$ cat config.mk
export PLATFORM = sky130hd
export DESIGN_NAME = ic_vec_ctrl
export DESIGN_NICKNAME = d
export VERILOG_FILES = /design/src/rtl/ic_pkg.sv /design/src/rtl/ic_latch_bank.sv /design/src/rtl/ic_prio_enc.sv /design/src/rtl/ic_vec_ctrl.sv
export SDC_FILE = /design/constraint.sdc
export NUM_CORES = 1
export LEC_CHECK = 0
export BUFFER_PORTS_ARGS = -buffer_cell sky130_fd_sc_hd__buf_2
export CAP_MARGIN = 20
export CORE_UTILIZATION = 28
export DETAILED_ROUTE_END_ITERATION = 16
export PLACE_DENSITY = 0.57
export SYNTH_ARGS = -nofsm -noshare
export SYNTH_HDL_FRONTEND = slang
export SYNTH_HIERARCHICAL = 1
export SYNTH_SLANG_ARGS = --single-unit
export TNS_END_PERCENT = 100
$ cat constraint.sdc
create_clock -name clk_i -period 2.9 [get_ports clk_i]
set_input_delay 0.145 -clock clk_i [delete_from_list [all_inputs] [get_ports clk_i]]
set_output_delay 0.145 -clock clk_i [all_outputs]
set_load 0.02 [all_outputs]
$ cat src/rtl/ic_pkg.sv
package ic_pkg;
  localparam int unsigned NUM_LAT    = 16;
  localparam int unsigned FIRST_LAT  = 2;
  localparam int unsigned NMI_LAST   = 3;
  localparam int unsigned INT0_IDX   = 4;
  localparam int unsigned SHARED_IDX = 11;
  localparam int unsigned VEC_W      = 16;
  localparam int unsigned BYTE_W     = 8;
  localparam logic [VEC_W-1:0] VEC_TOP    = 16'hFFFE;
  localparam logic [VEC_W-1:0] VEC_DIRECT = 16'hFFFC;
endpackage

$ cat src/rtl/ic_latch_bank.sv
module ic_latch_bank #(
  parameter int unsigned N     = 16,
  parameter int unsigned FIRST = 2
) (
  input  logic         clk_i,
  input  logic         rst_ni,
  input  logic [N-1:0] set_i,
  input  logic [N-1:0] clr_i,
  output logic [N-1:0] pend_o
);
  for (genvar g = 0; g < N; g++) begin : g_bit
    if (g < FIRST) begin : g_none
      assign pend_o[g] = 1'b0;
    end else begin : g_lat
      logic q;
      always_ff @(posedge clk_i or negedge rst_ni) begin
        if (!rst_ni)       q <= 1'b0;
        else if (set_i[g]) q <= 1'b1;   // set beats clear
        else if (clr_i[g]) q <= 1'b0;
      end
      assign pend_o[g] = q;
    end
  end
endmodule

$ cat src/rtl/ic_prio_enc.sv
module ic_prio_enc #(
  parameter int unsigned N     = 16,
  localparam int unsigned IDX_W = $clog2(N)
) (
  input  logic [N-1:0]     req_i,
  output logic             valid_o,
  output logic [IDX_W-1:0] idx_o
);
  always_comb begin
    valid_o = 1'b0;
    idx_o   = '0;
    for (int i = N - 1; i >= 0; i--) begin
      if (req_i[i]) begin
        valid_o = 1'b1;
        idx_o   = IDX_W'(i);
      end
    end
  end
endmodule

$ cat src/rtl/ic_vec_ctrl.sv
module ic_vec_ctrl
  import ic_pkg::*;
#(
  parameter int unsigned N_LAT  = NUM_LAT,
  localparam int unsigned NBYTE  = N_LAT / BYTE_W,
  localparam int unsigned ADDR_W = $clog2(NBYTE),
  localparam int unsigned IDX_W  = $clog2(N_LAT)
) (
  input  logic              clk_i,
  input  logic              rst_ni,
  input  logic [N_LAT-1:0]  req_i,
  input  logic              shared_alt_i,
  input  logic              shared_sel_i,
  input  logic              swi_i,
  input  logic              undef_i,
  input  logic              imf_i,
  input  logic [N_LAT-1:0]  ef_i,
  input  logic              int0_en_i,
  input  logic              ack_i,
  output logic              irq_o,
  output logic [VEC_W-1:0]  vec_o,
  output logic              imf_clr_o,
  input  logic [ADDR_W-1:0] bus_addr_i,
  input  logic              bus_wr_i,
  input  logic [BYTE_W-1:0] bus_wdata_i,
  output logic [BYTE_W-1:0] bus_rdata_o
);
  logic [N_LAT-1:0] eff_req, lat_en, pend_q, live, sw_clr, ack_clr;
  logic             lat_valid, direct_req;
  logic [IDX_W-1:0] win_idx;
  logic [VEC_W-1:0] vec_lat;

  for (genvar g = 0; g < N_LAT; g++) begin : g_src
    if (g < FIRST_LAT) begin : g_none
      assign eff_req[g] = 1'b0;
      assign lat_en[g]  = 1'b0;
    end else begin : g_src_on
      if (g == SHARED_IDX) begin : g_shared
        assign eff_req[g] = shared_sel_i ? shared_alt_i : req_i[g];
      end else begin : g_plain
        assign eff_req[g] = req_i[g];
      end
      if (g <= NMI_LAST) begin : g_nmi
        assign lat_en[g] = 1'b1;
      end else if (g == INT0_IDX) begin : g_int0
        assign lat_en[g] = imf_i & ef_i[g] & int0_en_i;
      end else begin : g_mask
        assign lat_en[g] = imf_i & ef_i[g];
      end
    end
  end

  for (genvar b = 0; b < NBYTE; b++) begin : g_byte
    assign sw_clr[b*BYTE_W +: BYTE_W] =
      (bus_wr_i && bus_addr_i == ADDR_W'(b)) ? ~bus_wdata_i : '0;
  end

  assign direct_req = swi_i | undef_i;
  assign live       = pend_q & lat_en;

  ic_prio_enc #(.N(N_LAT)) u_enc (
    .req_i  (live),
    .valid_o(lat_valid),
    .idx_o  (win_idx)
  );

  always_comb begin
    ack_clr = '0;
    if (ack_i && lat_valid && !direct_req) ack_clr[win_idx] = 1'b1;
  end

  ic_latch_bank #(.N(N_LAT), .FIRST(FIRST_LAT)) u_bank (
    .clk_i (clk_i),
    .rst_ni(rst_ni),
    .set_i (eff_req),
    .clr_i (sw_clr | ack_clr),
    .pend_o(pend_q)
  );

  assign vec_lat     = VEC_TOP - VEC_W'({win_idx, 1'b0});
  assign irq_o       = direct_req | lat_valid;
  assign vec_o       = direct_req ? VEC_DIRECT : vec_lat;
  assign imf_clr_o   = ack_i && lat_valid && !direct_req && (win_idx > IDX_W'(NMI_LAST));
  assign bus_rdata_o = pend_q[bus_addr_i*BYTE_W +: BYTE_W];
endmodule

**Word-level counts from Yosys, hierarchy flattened**

Cells that the tools add are included.

- Add/subtract/negate cells: 1
- Magnitude comparators: 3
- Shifts and indexed selects: 1
- Muxes and demuxes: 67
- Bitwise operators: 19
- Reductions and logical operators: 21

Operator list:

| operator | number |
|---|---|
| two-way mux 4 bit | 16 |
| two-way mux 1 bit | 46 |
| two-way mux 16 bit | 2 |
| nonzero test 2 bit | 14 |
| bitwise AND 16 bit | 1 |
| two-way mux 8 bit | 2 |
| bitwise OR 16 bit | 1 |
| variable part select 16 x 5 -> 8 bit | 1 |
| bitwise AND 1 bit | 13 |
| NOT 8 bit | 1 |
| subtractor 2 x 6 -> 7 bit, first input constant | 1 |
| logical AND 1 bit | 6 |
| < comparator 4 x 5 -> 1 bit, second input constant | 1 |
| demux 1 bit (select 4 bit) | 1 |
| >= comparator 4 x 1 -> 1 bit, second input constant | 1 |
| > comparator 4 x 2 -> 1 bit, second input constant | 1 |
| bitwise OR 1 bit | 2 |
| zero test 1 bit | 1 |
| NOT 1 bit | 1 |

- Register bits: 14
- Bits of input ports: 51

**Logic depth before layout (Yosys ltp)**

Gate-level depths: netlist of the first run.

- Depth in word-level cells: 27
- Depth in mapped cells: 11
- Depth with buffers taken out: 9

**Cells and area by module**

The synthesis of the first run kept the hierarchy.

By module, submodules not included:

| module | times used | cells an instance | area an instance (um2) | seq. area each (um2) |
|---|---|---|---|---|
| ic_latch_bank | 1 | 59 | 631.9 | 350.3 |
| ic_vec_ctrl | 1 | 74 | 554.3 | 0.0 |
| ic_prio_enc | 1 | 33 | 178.9 | 0.0 |

**Worst setup path after synthesis of the first run**

OpenSTA, ideal clock, no wires.

- Path kind: reg-to-reg
- Start: register u_bank.g_bit[10].g_lat.q
- End: register u_bank.g_bit[2].g_lat.q
- Library setup time: 118 ps
- Arrival time: 1957 ps
- Path slack: 825 ps
- Cell stages (with the launch flop): 10
- Period minus slack after synthesis: 2075 ps
- Path through: dfrtp_1 buf_4 and3_1 nor4_2 and3_1 nor3b_1 or2_2 o32ai_1 inv_1 a21o_1

- Cells in the longest elaborated chain, start to end: 19
- Elaborated cells on any way between the ends: 33
- Those cells by class: order compare (2); mux (25); bitwise (2); reduce/logical (4)

RTL lines:

| item | line | RTL |
|---|---|---|
| from (decl) | ic_latch_bank.sv:15 | `logic q;` |
| from (signal assigned) | ic_latch_bank.sv:17 | `if (!rst_ni) q <= 1'b0;` |
| from (signal assigned) | ic_latch_bank.sv:18 | `else if (set_i[g]) q <= 1'b1;` |
| from (signal assigned) | ic_latch_bank.sv:19 | `else if (clr_i[g]) q <= 1'b0;` |
| bitwise AND 16 bit * | ic_vec_ctrl.sv:59 | `assign live = pend_q & lat_en;` |
| via live[10] | ic_vec_ctrl.sv:28 | `logic [N_LAT-1:0] eff_req, lat_en, pend_q, live, sw_clr, ack_clr;` |
| two-way mux 4 bit * (11 in series) | ic_prio_enc.sv:13 | `if (req_i[i]) begin` |
| via win_idx[3] | ic_vec_ctrl.sv:30 | `logic [IDX_W-1:0] win_idx;` |
| < comparator 4 x 5 -> 1 bit (not written as such) or >= comparator 4 x 1 -> 1 bit (tied branches) | ic_vec_ctrl.sv:69 | `if (ack_i && lat_valid && !direct_req) ack_clr[win_idx] = 1'b1;` |
| logical AND 1 bit (not written as such) | ic_vec_ctrl.sv:69 |  |
| two-way mux 1 bit (not written as such) | ic_vec_ctrl.sv:69 |  |
| demux 1 bit (select 4 bit) * | ic_vec_ctrl.sv:69 |  |
| two-way mux 16 bit * | ic_vec_ctrl.sv:69 |  |
| bitwise OR 16 bit * | ic_vec_ctrl.sv:76 | `.clr_i (sw_clr \| ack_clr),` |
| nonzero test 2 bit (no source line) * | n/a |  |
| to (signal assigned) | ic_latch_bank.sv:17 |  |
| to (signal assigned) | ic_latch_bank.sv:18 |  |
| to (signal assigned) | ic_latch_bank.sv:19 |  |
| to (decl) | ic_latch_bank.sv:15 |  |

The timed path passes the listed nets; every way through them passes the cells marked *.
A chain may end at the register's enable or synchronous reset.

**Worst setup path after layout of the first run**

- Start: register u_bank.g_bit[7].g_lat.q
- End: output imf_clr_o

- Elaborated cells on any way between the ends: 21
- Those cells by class: order compare (1); mux (16); bitwise (1); reduce/logical (3)

RTL lines:

| item | line | RTL |
|---|---|---|
| from (decl) | ic_latch_bank.sv:15 |  |
| from (signal assigned) | ic_latch_bank.sv:17 |  |
| from (signal assigned) | ic_latch_bank.sv:18 |  |
| from (signal assigned) | ic_latch_bank.sv:19 |  |
| bitwise AND 16 bit | ic_vec_ctrl.sv:59 |  |
| via live[7] | ic_vec_ctrl.sv:28 |  |
| two-way mux 4 bit (8 in series) | ic_prio_enc.sv:13 |  |
| via win_idx[3] | ic_vec_ctrl.sv:30 |  |
| > comparator 4 x 2 -> 1 bit | ic_vec_ctrl.sv:83 | `assign imf_clr_o = ack_i && lat_valid && !direct_req && (win_idx > IDX_W'(NMI_LAST));` |
| logical AND 1 bit | ic_vec_ctrl.sv:83 |  |
| to (decl) | ic_vec_ctrl.sv:22 | `output logic imf_clr_o,` |

The timed path passes the listed nets, and every way through them passes these cells.

==> results_dict.tcl, run 1 <==
set metrics [dict create \
    largest_register_ffs 14 \
    yosysWarnings 6 \
    first_pass_iters 10 \
    power-per-cell-area_mw_per_mm2 340 \
    cts_buffers 3 \
    violations "design-rule violations" \
    hold_depth 2 \
    post_synth.cell_area_avg_um2 8.22 \
    grt_setup_unrepaired "no" \
    p_sw_share_pct 31.2 \
    vias 1252 \
    maxSlewHeadroom_pct 58.7 \
    num_antenna_cells 0 \
    finalSetupTns_ns 0 \
    htreeDepth 1 \
    antenna_found_initial 0 \
    clk_pin_slew_ns 0.06 \
    cts_sinks 14 \
    vias_per_cell 4.80 \
    grt_pass1_vias 1233 \
    finalSetupViolCount 0 \
    critPathRequiredTime_ns 2.76 \
    crit_arrival_ns 2.30 \
    io_pins 77 \
    end_kind "output port" \
    drc 5 \
    outcome "complete, but fails checks" \
    dieWidth_um 71.4 \
    hold_viol_final 0 \
    worstSetupPathType "register to output port" \
    worstMarginPinSlew_ns 0.618 \
    drv_slew 0 \
    place_area_mm2 0.00151 \
    stdcell_count 261 \
    cts_tree "built" \
    cts_max_path_buffers 2 \
    cp-start-kind "register" \
    period_needed_ns 2.44 \
    grt_max_degree 16 \
    grt_pass1_wl_mm 5.58 \
    nets 262 \
    chipHeight_um 71.4 \
    clock_skew_ns 0.00510 \
    pwr-share-seq_pct 40.5 \
    port_buffers 58 \
    r2r_slack_ns 0.49 \
    period_share_pct 84.2 \
    internal_power_uw 366 \
    reg2reg_from "u_bank/g_bit[7].g_lat.q" \
    hp-class "primary input to register" \
    dp.cells 257 \
    cts-resized-gates 0 \
    grt_use_total_pct 14.2 \
    hold-path-endpoint "u_bank/g_bit[14].g_lat.q" \
    fmaxAchievable_mhz 410 \
    p_clk_share_pct 29.5 \
    overflow 0 \
    gp_congestion 0.798 \
    worstSkewPairLatency_ns 0.24 \
    pwr-share-comb_pct 30.0 \
    die-area_mm2 0.00509 \
    initial_core_util_pct 30.1 \
    syn-cell-area_mm2 0.00135 \
    hpwl_mm 2.94 \
    areaGrowthSynthToFinish_pct 16.2 \
    drive_above_1_share_pct 35.9 \
    postCtsHoldBufs 1 \
    drtAntennaViolNets 0 \
    rows 24 \
    core_mm2 0.00447 \
    vdd_drop_max_uv 243 \
    cts_root_buf "clkbuf_8" \
    drv_cap 0 \
    reg2regPathDepth 7 \
    netlist_instances 164 \
    wire_per_inst_um 13.4 \
    top_register "u_bank/g_bit.g_lat.q" \
    min_from "req_i[14]" \
    r2r_end "u_bank/g_bit[11].g_lat.q" \
    drt_iter0_drc 22 \
    fin_area_mm2 0.00157 \
    worstPathMaxFanout 5 \
    postCtsSetupBuffers 0 \
    reg_top3 "u_bank/g_bit.g_lat.q (14)" \
    drt-total-wl_mm 3.49 \
    leakage_nw 0.692 \
    p_switching_uw 166 \
    fill_cells 483 \
    post-route-util_pct 35.0 \
]
==> cells in the final DEF (no fill, tap or decap), types with 4 or more instances in the layout <==
cell	instances
inv_1	17
a21oi_1	4
nand2b_1	5
buf_2	58
and3_1	12
a21o_1	14
nand2_1	11
dfrtp_1	14
o32ai_1	14
nor2_1	8
mux2_2	9
conb_1	19
==> metal layers <==
layer  GRT usage [%]  part of all wire, %
met5               0                    0
met2            26.3                   52
met4            5.56                 0.95
met1            16.7                   43
met3            1.55                  3.7
==> power groups by stage <==
stage,registers (mW),clock network (mW),logic (mW)
final,0.215,0.157,0.159
after global routing,0.217,0.176,0.175
after CTS,0.215,0.165,0.160
after detailed placement,0.219,0,0.159
after global placement,0.218,0,0.157
after floorplan,0.213,0,0.133
==> critical path, stage by stage (launching register included) <==
cell     delay [ns]
dfrtp_1        0.40
and3_1         0.19
nor4_2         0.34
nor3b_1        0.57
or2_2          0.24
nor2b_1        0.12
buf_2          0.19
==> cell type report <==
type	instances	area [µm²]	area share [%]
Multi-Input combinational cell	116	744	47.6
Sequential cell	14	350	22.4
Timing Repair Buffer	59	300	19.2
Tap cell	52	65.1	4.16
Inverter	17	63.8	4.08
Clock buffer	3	41.3	2.64
==> metrics by stage <==
stage	total power, mW	worst slack, ns	hold WS (ns)
2_1_floorplan	0.346	0.834	-0.151
3_3_place_gp	0.375	0.529	0.0654
3_5_place_dp	0.378	0.526	0.0690
4_1_cts	0.540	0.468	0.0741
5_1_grt	0.568	0.292	0.0727
6_report	0.532	0.458	0.0758
==> worst max-delay path by stage <==
stage / start / slack [ns] / endpoint / depth (start not counted)
CTS: u_bank/g_bit[7].g_lat.q / 0.47 / imf_clr_o / 6
finish: u_bank/g_bit[7].g_lat.q / 0.46 / imf_clr_o / 6
global route: u_bank/g_bit[10].g_lat.q / 0.29 / imf_clr_o / 7
floorplan: u_bank/g_bit[7].g_lat.q / 0.83 / u_bank/g_bit[10].g_lat.q / 8
global placement: u_bank/g_bit[7].g_lat.q / 0.53 / u_bank/g_bit[11].g_lat.q / 7
detailed placement: u_bank/g_bit[7].g_lat.q / 0.53 / u_bank/g_bit[11].g_lat.q / 7
Power figures use the tool's default switching activity.
==> run 2, diff against run 1 <==
--- a/config.mk
+++ b/config.mk
@@ -5,11 +5,12 @@
 export SDC_FILE = /design/constraint.sdc
 export NUM_CORES = 1
 export LEC_CHECK = 0
+export ABC_AREA = 1
 export BUFFER_PORTS_ARGS = -buffer_cell sky130_fd_sc_hd__buf_2
 export CAP_MARGIN = 20
 export CORE_UTILIZATION = 28
 export DETAILED_ROUTE_END_ITERATION = 16
-export PLACE_DENSITY = 0.57
+export PLACE_DENSITY = 0.56
 export SYNTH_ARGS = -nofsm -noshare
 export SYNTH_HDL_FRONTEND = slang
 export SYNTH_HIERARCHICAL = 1
==> constraint.sdc (replaced) <==
create_clock -name clk_i -period 2 [get_ports clk_i]
set_input_delay 0.1 -clock clk_i [delete_from_list [all_inputs] [get_ports clk_i]]
set_output_delay 0.1 -clock clk_i [all_outputs]
set_load 0.02 [all_outputs]
==> results_dict.tcl, run 2 <==
set metrics [dict create \
    r2r_slack_ns -0.04 \
    cts_sinks 14 \
    rows 27 \
    period_share_pct 102 \
    post-place-ws_ns -0.0334 \
    port_buffers 58 \
    use_met1_pct 17.3 \
    grtUsageMet2_pct 21.6 \
    die-area_mm2 0.00617 \
    worstSetupPathType "register to register" \
    grt.busiest_layer "met2" \
    drt_iter0_drc 23 \
    nets 417 \
    core_mm2 0.00557 \
    largest_register_ffs 14 \
    top_register "u_bank/g_bit.g_lat.q" \
    cpMaxStageDelayCell "dfrtp_1" \
    grt_pass1_wl_mm 6.29 \
    setup_ws_ns -0.0401 \
    r2r_end "u_bank/g_bit[9].g_lat.q" \
    drv_cap 0 \
    crit_family "simple AND/OR/NAND/NOR gates" \
    hold_viol_final 0 \
    fin_area_mm2 0.00216 \
    syn-cell-area_mm2 0.00164 \
    finalSetupViolCount 10 \
    drt-total-wl_mm 4.01 \
    io_pins 77 \
    hold_depth 3 \
    grt_use_total_pct 13.2 \
    clk_pin_slew_ns 0.06 \
    final_cell_mix "100 x nand2_1, 62 x inv_1, 53 x buf_2" \
    period_needed_ns 2.04 \
    areaGrowthSynthToFinish_pct 31.3 \
    reg_top3 "u_bank/g_bit.g_lat.q (14)" \
    vias_per_cell 3.95 \
    crit_buf_inv 3 \
    initial_core_util_pct 29.5 \
    grt_pass1_vias 1467 \
    hpwl_mm 3.36 \
    violations "negative setup slack" \
    antenna_found_initial 0 \
    cts_tree "built" \
    netlist_instances 296 \
    chipHeight_um 78.6 \
    clock_skew_ns 0.00156 \
    reg2reg_from "u_bank/g_bit[14].g_lat.q" \
    post_synth.cell_area_avg_um2 5.55 \
    htreeDepth 1 \
    outcome "complete, but fails checks" \
    drv_slew 0 \
    drive_above_1_share_pct 34.0 \
    power-per-cell-area_mw_per_mm2 425 \
    worstPathMaxFanout 4 \
    cp-start-kind "register" \
    overflow 0 \
    min_from "req_i[3]" \
    grt_setup_unrepaired "yes" \
    grt_use_met3_pct 1.74 \
    grt_max_degree 19 \
    hp-class "primary input to register" \
    end_kind "register" \
    num_antenna_cells 0 \
    drc 0 \
    gp_congestion 0.823 \
    place_area_mm2 0.00194 \
    first_pass_iters 4 \
    leakage_nw 1.32 \
    dieWidth_um 78.6 \
    total_power_uw 916 \
    cts_buffers 3 \
    hold-path-endpoint "u_bank/g_bit[3].g_lat.q" \
    timing.hold.ws_ns 0.0308 \
    cts_max_path_buffers 2 \
    wire_per_inst_um 9.18 \
    fmaxAchievable_mhz 490 \
    worstSkewPairLatency_ns 0.25 \
    path_cells "nand2_1, nor2_2, or2_1, nand3_1, nand3_1, nand3_1, nand3_1, a21oi_1, nor3_1, buf_4, inv_1, nand2_1, nor2_1, nand2_2, nand2_2, inv_1, nand2_1, nand2_1" \
    vias 1727 \
    layout_commonest_cell "nand2_1" \
    reg2regPathDepth 18 \
    crit_arrival_ns 2.18 \
    cts_root_buf "clkbuf_8" \
    vdd_drop_max_uv 220 \
    yosysWarnings 6 \
    drtAntennaViolNets 0 \
    critPathMaxStageDelay_ns 0.39 \
    critPathRequiredTime_ns 2.14 \
]
[run 2: changes by cell type in the layout (fill, tap and decap cells not counted), moves of 14 or more]
| cell | previous run | this run |
|---|---|---|
| nand2_1 | 11 | 100 |
| inv_1 | 17 | 62 |
| buf_4 | 0 | 21 |
| nand2_2 | 0 | 17 |
| a21o_1 | 14 | 0 |
| nor2_1 | 8 | 22 |
| o32ai_1 | 14 | 0 |
[run 2: layer usage]
| layer | wire (µm) | vias up |
|---|---|---|
| met4 | 66 | 0 |
| met3 | 203 | 5 |
| met2 | 1850 | 44 |
| met5 | 0 | - |
| li1 | - | 934 |
| met1 | 1890 | 744 |
[run 2: through the flow]
stage | TNS [ns] | utilization, % | instances
3_3_place_gp | -0.0965 | 34.8 | 425
6_report | -0.182 | 38.7 | 437
4_1_cts | -0.247 | 37.4 | 435
3_5_place_dp | -0.121 | 34.8 | 425
2_1_floorplan | 0 | - | 313
5_1_grt | -4.17 | 38.7 | 437
[run 2: where the power goes]
part	switching (mW)	internal, mW
clock	0.107	0.175
combinational	0.192	0.131
sequential	0.0120	0.299
[run 2: worst register-to-register path, delay by kind of cell (launching register included)]
family	cells	cell delay [ns]
DFF	1	0.39
and+or+nand+nor	14	1.14
AOI/OAI and AO/OA	1	0.13
buffers and inverters	3	0.26
[run 2: worst max-delay path by stage]
| stage | from | to | slack, ns | depth (start not counted) |
|---|---|---|---|---|
| after floorplan | u_bank/g_bit[13].g_lat.q | u_bank/g_bit[11].g_lat.q | 0.08 | 24 |
| after global placement | u_bank/g_bit[13].g_lat.q | u_bank/g_bit[11].g_lat.q | -0.03 | 23 |
| after detailed placement | u_bank/g_bit[13].g_lat.q | u_bank/g_bit[15].g_lat.q | -0.03 | 23 |
| after CTS | u_bank/g_bit[13].g_lat.q | vec_o[1] | -0.07 | 19 |
| after global routing | u_bank/g_bit[14].g_lat.q | u_bank/g_bit[14].g_lat.q | -0.29 | 25 |
| final | u_bank/g_bit[14].g_lat.q | u_bank/g_bit[9].g_lat.q | -0.04 | 18 |
[run 2: area by class of cell]
type / instances / area, µm²
fillers: 656 / 3420
clock buffers: 4 / 55.1
multi-input cells: 198 / 920
flip-flops and latches: 14 / 350
inverters: 70 / 263
repair buffers: 79 / 478
well taps: 72 / 90.1
[run 2: timing repair]
item,CTS,global route
pin swaps,8,3
endpoints found under the setup margin,8,19
gates resized for setup,11,18
endpoints found under the hold margin,14,0
setup buffers,5,2
hold buffers,1,0
==> run 3, diff against run 2 <==
--- a/config.mk
+++ b/config.mk
@@ -5,12 +5,11 @@
 export SDC_FILE = /design/constraint.sdc
 export NUM_CORES = 1
 export LEC_CHECK = 0
-export ABC_AREA = 1
 export BUFFER_PORTS_ARGS = -buffer_cell sky130_fd_sc_hd__buf_2
 export CAP_MARGIN = 20
 export CORE_UTILIZATION = 28
 export DETAILED_ROUTE_END_ITERATION = 16
-export PLACE_DENSITY = 0.56
+export PLACE_DENSITY = 0.59
 export SYNTH_ARGS = -nofsm -noshare
 export SYNTH_HDL_FRONTEND = slang
 export SYNTH_HIERARCHICAL = 1
==> results_dict.tcl, run 3 (synthesized netlist as in run 1, its figures left out) <==
set metrics [dict create \
    final_cell_mix "54 x buf_2, 23 x buf_4, 19 x conb_1" \
    crit_arrival_ns 2.02 \
    path_cells "and3_4, nor4_4, and3_4, nor3b_4, buf_4, or2_4, nor2b_4, buf_6" \
    cts_root_buf "clkbuf_8" \
    critPathMaxStageDelay_ns 0.38 \
    grt_pass1_vias 1280 \
    post-place-ws_ns -0.114 \
    htreeDepth 1 \
    grt_max_degree 16 \
    largest_register_ffs 14 \
    leakage_nw 0.859 \
    worstSkewPairLatency_ns 0.24 \
    core_mm2 0.00447 \
    port_buffers 58 \
    cts_max_path_buffers 2 \
    stdcell_count 287 \
    io_pins 77 \
    layout_commonest_cell "buf_2" \
    grt_use_total_pct 15.2 \
    cpMaxStageDelayCell "dfrtp_1" \
    fmaxAchievable_mhz 472 \
    gp_congestion 0.885 \
    first_pass_iters 10 \
    cts_sinks 14 \
    post-route-util_pct 45.4 \
    hp-class "primary input to register" \
    period_needed_ns 2.12 \
    reg2reg_from "u_bank/g_bit[9].g_lat.q" \
    hold_viol_final 0 \
    vias 1369 \
    violations "design-rule violations, negative setup slack" \
    r2r_slack_ns -0.10 \
    timing.hold.ws_ns 0.0266 \
    clock_skew_ns 0.00113 \
    hpwl_mm 2.98 \
    reg_top3 "u_bank/g_bit.g_lat.q (14)" \
    hold_depth 2 \
    rows 24 \
    antenna_found_initial 0 \
    hold-path-endpoint "u_bank/g_bit[7].g_lat.q" \
    drtAntennaViolNets 0 \
    top_register "u_bank/g_bit.g_lat.q" \
    vdd_drop_max_uv 319 \
    worstPathMaxFanout 4 \
    dieWidth_um 71.4 \
    die-area_mm2 0.00509 \
    nets 287 \
    chipHeight_um 71.4 \
    drc 4 \
    critPathRequiredTime_ns 1.90 \
    dp.cells 275 \
    min_from "req_i[7]" \
    r2r_end "u_bank/g_bit[3].g_lat.q" \
    crit_top_cell "and3_4" \
    clk_pin_slew_ns 0.06 \
    total_power_uw 923 \
    worstSetupPathType "register to output port" \
    finalSetupViolCount 11 \
    vias_per_cell 4.77 \
    cts_tree "built" \
    cp-start-kind "register" \
    setup_ws_ns -0.120 \
    drt-total-wl_mm 3.92 \
    reg2regPathDepth 9 \
    cts_buffers 3 \
    fill_cells 426 \
    drv_cap 0 \
    power-per-cell-area_mw_per_mm2 455 \
    overflow 0 \
    initial_core_util_pct 30.1 \
    drive_above_1_share_pct 56.6 \
    grt_setup_unrepaired "yes" \
    drt_iter0_drc 22 \
    areaGrowthSynthToFinish_pct 50.6 \
    outcome "complete, but fails checks" \
    end_kind "output port" \
    num_antenna_cells 0 \
    grt_pass1_wl_mm 5.99 \
    drv_slew 0 \
    wire_per_inst_um 13.7 \
    period_share_pct 106 \
]
## run 3: cell types whose count changed in the layout (fill, tap and decap cells not counted), moves of 14 or more
cell / before / now
nand2_2: 17 / 1
nor2_1: 22 / 7
nand2_1: 100 / 9
a21o_1: 0 / 14
inv_1: 62 / 16
## run 3: worst max-delay path, delay by kind of cell, from the launching register on
kind / cells / cell delay, ns
buf+inv: 2 / 0.26
flops: 1 / 0.38
simple gates: 6 / 1.14
## run 3: layer usage
metal  track usage [%]  vias up  part of all wire, %
met5                 0        -                    0
met4              4.00        0                 0.92
met3              1.69        4                  3.9
met2              26.9       42                   53
met1              19.6      648                   42
li1                  -      675                    -
## run 3: final cells by class
| cell class | instances | area, µm² | area share (%) |
|---|---|---|---|
| flip-flops and latches | 14 | 350 | 17.3 |
| multi-input cells | 116 | 966 | 47.6 |
| clock buffers | 4 | 55.1 | 2.71 |
| repair buffers | 84 | 529 | 26.1 |
| well taps | 52 | 65.1 | 3.21 |
| inverters | 17 | 63.8 | 3.14 |
## run 3: worst max path at each step
stage / from / endpoint / slack, ns / cells past startpoint
after floorplan: u_bank/g_bit[15].g_lat.q / u_bank/g_bit[12].g_lat.q / 0.02 / 10
after global placement: u_bank/g_bit[14].g_lat.q / u_bank/g_bit[11].g_lat.q / -0.15 / 9
after detailed placement: u_bank/g_bit[7].g_lat.q / u_bank/g_bit[9].g_lat.q / -0.11 / 7
after CTS: u_bank/g_bit[9].g_lat.q / irq_o / -0.10 / 6
after global routing: u_bank/g_bit[9].g_lat.q / imf_clr_o / -0.20 / 8
final: u_bank/g_bit[9].g_lat.q / imf_clr_o / -0.12 / 8
## run 3: timing repair
action,in CTS,in global routing
pin swaps,5,10
buffers inserted,0,7
gates resized for setup,21,29
setup endpoints to repair,15,19
hold buffers,1,0
endpoints found under the hold margin,14,0
## run 3: stage by stage
stage,area [µm²],TNS (ns)
floorplan,1440,0
global placement,1680,-0.851
detailed placement,1680,-0.777
CTS,1850,-0.541
global route,2030,-2.29
finish,2030,-0.592
## run 3: power breakdown
part           total (mW)  switching, mW  internal (mW)
sequential          0.309         0.0103          0.298
clock               0.281          0.107          0.174
combinational       0.333          0.173          0.160
